==> config.mk <==
export PLATFORM = sky130hd
export DESIGN_NAME = alias_regbank
export DESIGN_NICKNAME = d
export VERILOG_FILES = /design/src/rtl/alias_regbank_pkg.sv /design/src/rtl/alias_decode.sv /design/src/rtl/alias_rw_cell.sv /design/src/rtl/alias_read_port.sv /design/src/rtl/alias_regbank.sv
export SDC_FILE = /design/constraint.sdc
export NUM_CORES = 1
export LEC_CHECK = 0
export BUFFER_PORTS_ARGS = -buffer_cell sky130_fd_sc_hd__buf_2
export CAP_MARGIN = 20
export CORE_MARGIN = 4
export CORE_UTILIZATION = 59
export DETAILED_ROUTE_END_ITERATION = 6
export GPL_TIMING_DRIVEN = 0
export PLACE_DENSITY_LB_ADDON = 0.1
export SLEW_MARGIN = 20
export SYNTH_ARGS = -nofsm -noshare
export SYNTH_HDL_FRONTEND = slang
export SYNTH_HIERARCHICAL = 1
export SYNTH_SLANG_ARGS = --single-unit
==> constraint.sdc <==
create_clock -name clk -period 2.66 [get_ports clk]
set_input_delay 0.266 -clock clk [delete_from_list [all_inputs] [get_ports clk]]
set_output_delay 0.266 -clock clk [all_outputs]
set_load 0.05 [all_outputs]
==> src/rtl/alias_regbank_pkg.sv <==
package alias_regbank_pkg;

  // Access mode carried in address bits [3:2] of each 16-byte slot.
  typedef enum logic [1:0] {
    ACC_LOAD   = 2'b00,
    ACC_OR     = 2'b01,
    ACC_ANDN   = 2'b10,
    ACC_XOR    = 2'b11
  } acc_mode_e;

  localparam int SLOT_LSB = 4;
  localparam int MODE_LSB = 2;

endpackage

==> src/rtl/alias_decode.sv <==
module alias_decode
  import alias_regbank_pkg::*;
#(
  parameter int ADDR_W   = 8,
  parameter int NUM_REGS = 4,
  parameter int IDX_W    = 2
) (
  input  logic [ADDR_W-1:2]  addr_hi,
  output logic               hit,
  output logic [IDX_W-1:0]   idx,
  output acc_mode_e          mode
);

  localparam int SLOT_W = ADDR_W - SLOT_LSB;

  logic [SLOT_W-1:0] slot;

  always_comb begin
    slot = addr_hi[ADDR_W-1:SLOT_LSB];
    hit  = (int'(slot) < NUM_REGS);
    idx  = slot[IDX_W-1:0];
    mode = acc_mode_e'(addr_hi[MODE_LSB+1:MODE_LSB]);
  end

endmodule

==> src/rtl/alias_rw_cell.sv <==
module alias_rw_cell
  import alias_regbank_pkg::*;
#(
  parameter int                DATA_W    = 32,
  parameter logic [DATA_W-1:0] RESET_VAL = '0
) (
  input  logic              clk,
  input  logic              rst,
  input  logic              wr_en,
  input  acc_mode_e         mode,
  input  logic [DATA_W-1:0] wdata,
  input  logic [DATA_W-1:0] hw_set,
  output logic [DATA_W-1:0] q
);

  logic [DATA_W-1:0] sw_next;

  always_comb begin
    sw_next = q;
    if (wr_en) begin
      unique case (mode)
        ACC_LOAD: sw_next = wdata;
        ACC_OR:   sw_next = q | wdata;
        ACC_ANDN: sw_next = q & ~wdata;
        ACC_XOR:  sw_next = q ^ wdata;
      endcase
    end
  end

  // Hardware set pulses are merged after the software update so they win.
  always_ff @(posedge clk) begin
    if (rst) q <= RESET_VAL;
    else     q <= sw_next | hw_set;
  end

endmodule

==> src/rtl/alias_read_port.sv <==
module alias_read_port #(
  parameter int DATA_W   = 32,
  parameter int NUM_REGS = 4,
  parameter int IDX_W    = 2
) (
  input  logic                       clk,
  input  logic                       rst,
  input  logic                       rd,
  input  logic                       hit,
  input  logic [IDX_W-1:0]           idx,
  input  logic [NUM_REGS*DATA_W-1:0] regs,
  output logic [DATA_W-1:0]          rdata
);

  logic [DATA_W-1:0] words [NUM_REGS];
  logic [DATA_W-1:0] sel;

  for (genvar i = 0; i < NUM_REGS; i++) begin : g_unpack
    assign words[i] = regs[i*DATA_W +: DATA_W];
  end

  always_comb begin
    sel = '0;
    for (int i = 0; i < NUM_REGS; i++) begin
      if (hit && idx == IDX_W'(i)) sel = words[i];
    end
  end

  always_ff @(posedge clk) begin
    if (rst)     rdata <= '0;
    else if (rd) rdata <= sel;
  end

endmodule

==> src/rtl/alias_regbank.sv <==
module alias_regbank
  import alias_regbank_pkg::*;
#(
  parameter int                         ADDR_W     = 8,
  parameter int                         DATA_W     = 32,
  parameter int                         NUM_REGS   = 4,
  parameter logic [NUM_REGS-1:0]        RO_MASK    = 4'b1000,
  parameter logic [NUM_REGS*DATA_W-1:0] RESET_VALS = {32'h0000_0000, 32'h0000_0000,
                                                      32'h1234_5678, 32'h0000_00A5}
) (
  input  logic                       clk,
  input  logic                       rst,
  input  logic [ADDR_W-1:0]          bus_addr,
  input  logic                       bus_wr,
  input  logic [DATA_W-1:0]          bus_wdata,
  input  logic                       bus_rd,
  output logic [DATA_W-1:0]          bus_rdata,
  input  logic [NUM_REGS*DATA_W-1:0] hw_in,
  output logic [NUM_REGS*DATA_W-1:0] reg_q
);

  localparam int IDX_W = (NUM_REGS > 1) ? $clog2(NUM_REGS) : 1;

  logic             hit;
  logic [IDX_W-1:0] idx;
  acc_mode_e        mode;
  logic             unused_byte_lanes;

  assign unused_byte_lanes = ^bus_addr[1:0];

  alias_decode #(
    .ADDR_W   (ADDR_W),
    .NUM_REGS (NUM_REGS),
    .IDX_W    (IDX_W)
  ) u_decode (
    .addr_hi (bus_addr[ADDR_W-1:2]),
    .hit     (hit),
    .idx     (idx),
    .mode    (mode)
  );

  for (genvar i = 0; i < NUM_REGS; i++) begin : g_reg
    if (RO_MASK[i]) begin : g_ro
      always_ff @(posedge clk) begin
        if (rst) reg_q[i*DATA_W +: DATA_W] <= RESET_VALS[i*DATA_W +: DATA_W];
        else     reg_q[i*DATA_W +: DATA_W] <= hw_in[i*DATA_W +: DATA_W];
      end
    end else begin : g_rw
      logic sel_wr;
      assign sel_wr = bus_wr && hit && (idx == IDX_W'(i));
      alias_rw_cell #(
        .DATA_W    (DATA_W),
        .RESET_VAL (RESET_VALS[i*DATA_W +: DATA_W])
      ) u_cell (
        .clk    (clk),
        .rst    (rst),
        .wr_en  (sel_wr),
        .mode   (mode),
        .wdata  (bus_wdata),
        .hw_set (hw_in[i*DATA_W +: DATA_W]),
        .q      (reg_q[i*DATA_W +: DATA_W])
      );
    end
  end

  alias_read_port #(
    .DATA_W   (DATA_W),
    .NUM_REGS (NUM_REGS),
    .IDX_W    (IDX_W)
  ) u_read (
    .clk   (clk),
    .rst   (rst),
    .rd    (bus_rd),
    .hit   (hit),
    .idx   (idx),
    .regs  (reg_q),
    .rdata (bus_rdata)
  );

endmodule

==> summary.txt <==
Setup path
  – Worst Path Arrival: 2.36 ns
  – Kind of cell adding the most delay to the critical path: buffers and inverters
  – CP Buf/Inv Count: 4
  – CP max stage cell: clkinv_1
  – Worst setup SP type: input port
  – Type of the worst setup path: in2reg
  – Worst-path fanout max: 10
  – Critical path endpoint category: register
  – Req. time, crit path: 2.97 ns
  – Worst path max stage delay: 0.43 ns
  – CP Cell Sequence: buf_2, nor2_1, and4b_1, buf_2, clkinv_1, clkbuf_1, o31a_1
  – Most used cell, CP: buf_2

CTS
  – Setup Buffers After CTS: 0
  – Clk root buf: clkbuf_16
  – Clock Sinks: 160
  – Max Root-Sink Buffers: 2
  – Htree depth: 4
  – CTS resizes: 0
  – CTS tree: yes
  – Clk_lat worst skew: 0.43 ns
  – Hold buffer count at CTS: 0
  – Num CTS Buffers: 17
  – CTS clk-pin slew, worst paths: 0.07 ns

Die
  – # IOs: 332
  – Core area: 0.02049 sq mm
  – Initial core utilization: 60.92%
  – Cell row count: 52
  – Die area: 0.02355 sq mm
  – Die Wd: 153.5 um
  – Die height: 153.5 um

Synth
  – YS warnings: 6
  – Async SR Flop Fraction: 0%
  – Main synth FF type: dfxtp_1
  – Post-synthesis sequential area ratio: 25.65%
  – FF+latch count, synth: 160
  – Post-synth EDFFs: 0
  – Cells taking the most area after synthesis: dfxtp_1 26%, ha_1 19%, mux4_2 14%
  – Synthesized area per cell: 9.965 sq um
  – Post-synthesis cell type count: 26
  – Post-synth top area share: 25.65%
  – Mapped Area: 0.01249 sq mm
  – Mapped Nets: 1,617
  – Area leader, netlist: dfxtp_1
  – Commonest cells post-synth: 289 x inv_1, 192 x ha_1, 160 x dfxtp_1
  – Post-synthesis cell count: 1,253
  – Top-count cell post-synth: inv_1

Place
  – # port buffers: 325
  – Post-detail-place hpwl: 29.65 mm
  – GPL Wtd Cong: 0.8320

GRT
  – First-pass GRT wire length: 60.43 mm
  – Vias in the first global route: 11,185
  – GRT Residual Overflow: 0
  – GRT Total Usage: 32.81%
  – Largest net degree at the start of global routing: 24
  – Initial antenna violation count: 10

Timing
  – Finish-stage setup viols: 0
  – Slew headroom: 44.70%
  – Fmax achieved: 486.8 MHz
  – RSZ-0062 raised after global routing: false
  – Setup TNS: 0 ns
  – Final slew viol count: 0
  – Final Critical Period: 2.054 ns
  – Crit share post-route: 77.23%
  – Final hold vios: 0
  – Tightest Pin Transition: 0.8295 ns
  – Clock Skews: 0.008213 ns

Cells and area
  – Final core utilization: 73.45%
  – Nets: 1,961
  – Area Growth Syn to Fin: 20.56%
  – Layout cells sized above 1: 29.98%
  – Multi-input logic area: 0.007612 sq mm
  – Register area: 0.003203 sq mm
  – Fill cells: 1,587

Hold path
  – Hold crit path type: in2reg

Pwr
  – Power Dens Cells: 476.4 mW/mm^2
  – Switching Power: 0.002387 W
  – Sw Share: 33.29%
  – Pint: 0.004784 W
  – Cell leakage power: 8.026 nW
  – Flop pwr share: 37.5%
  – Tot Pwr: 0.007172 W
  – Comb power frac: 27.4%
  – Maximum vdd drop: 0.0004210 V
  – Clk pwr share: 35.2%

Detailed routing
  – Drt first pass iters: 5
  – Detail-routed via count per cell: 5.917
  – Routed vias: 11,148
  – Drt total wl: 39.78 mm
  – DRT iter0 DRCs: 711
  – Residual DRC: 0
  – Post-DR wirelength/cell: 21.11 um
  – Final antenna-violating net count: 0

Run status
  – Status: completed

Job
  – Max-cap violations: 0
-- worst register-to-register path, stage by stage (launching register included) --
cell and delay, ns:
dfxtp_1 0.45, inv_1 0.10, ha_1 0.27, mux4_2 0.47
a2111o_1 0.41
-- metrics by stage --
step           setup WS [ns]  instance area, sq um  instances  hold slack [ns]
2_1_floorplan         0.6500                 12490       1253           0.3376
3_3_place_gp          0.2287                 14450       1848           0.4285
3_5_place_dp          0.1685                 14450       1848           0.4340
4_1_cts               0.6042                 15040       1878          0.01047
5_1_grt               0.5102                 15050       1884          0.02047
6_report              0.6057                 15050       1884          0.01962
-- flip-flops by register name (all words and copies together) (netlist names) --
signal,flops
u_read/rdata,32
g.g_rw.u_cell/q,96
reg_q,32
-- area by class of cell --
class | count | share of cell area [%]
Inverter | 291 | 7.256
Antenna cell | 6 | 0.09974
Multi-Input combinational cell | 726 | 50.57
Clock inverter | 9 | 0.7148
Tap cell | 270 | 2.244
Buffer | 76 | 3.840
Clock buffer | 21 | 3.192
Sequential cell | 160 | 21.28
Timing Repair Buffer | 325 | 10.81
-- worst paths after layout --
check | startpoint | to | slack (ns) | cells past startpoint
worst max-delay path | bus_addr[6] | g_reg[1].g_rw.u_cell/q[13] | 0.61 | 7
worst min-delay path | hw_in[7] | g_reg[0].g_rw.u_cell/q[7] | 0.02 | 2
worst max register to register | g_reg[1].g_rw.u_cell/q[18] | g_reg[1].g_rw.u_cell/q[18] | 0.84 | 4
worst min register to register | u_read/rdata[14] | u_read/rdata[14] | 0.45 | 1
-- cell families after synthesis --
kind of cell    share of synthesized area, %
flops                                  25.65
simple gates                           8.137
fa+ha+maj                              19.24
mux                                    22.99
buf+inv                                13.38
compound gates                         10.60
-- placed cells by master (no fill, tap or decap), types with 18 or more instances in the layout --
cell type  instances
buf_2            342
inv_1            289
ha_1             192
dfxtp_1          160
nor2_1            98
nor3_1            79
o31a_1            79
mux4_2            78
mux2i_1           64
nor2b_1           32
o22ai_1           32
a21o_1            32
clkbuf_1          26
mux4_1            18
-- metal layers --
layer | vias to the layer above | share of wire [%] | global-route usage (%) | wire length (um)
met2 | 571 | 49 | 57.43 | 19620
met4 | 8 | 3.8 | 14.89 | 1529
met3 | 114 | 9.0 | 6.927 | 3570
li1 | 5004 | - | - | -
met5 | - | 0.11 | 0 | 45
met1 | 5451 | 38 | 38.68 | 15010
-- power groups by stage --
| stage | combinational, W | sequential [W] | clock (W) |
|---|---|---|---|
| 2_1_floorplan | 0.000925 | 0.00316 | 0 |
| 3_3_place_gp | 0.00186 | 0.00273 | 0 |
| 3_5_place_dp | 0.00194 | 0.00274 | 0 |
| 4_1_cts | 0.00196 | 0.00268 | 0.00256 |
| 5_1_grt | 0.00211 | 0.00271 | 0.00265 |
| 6_report | 0.00196 | 0.00269 | 0.00252 |
(Power assumes the default switching activity.)
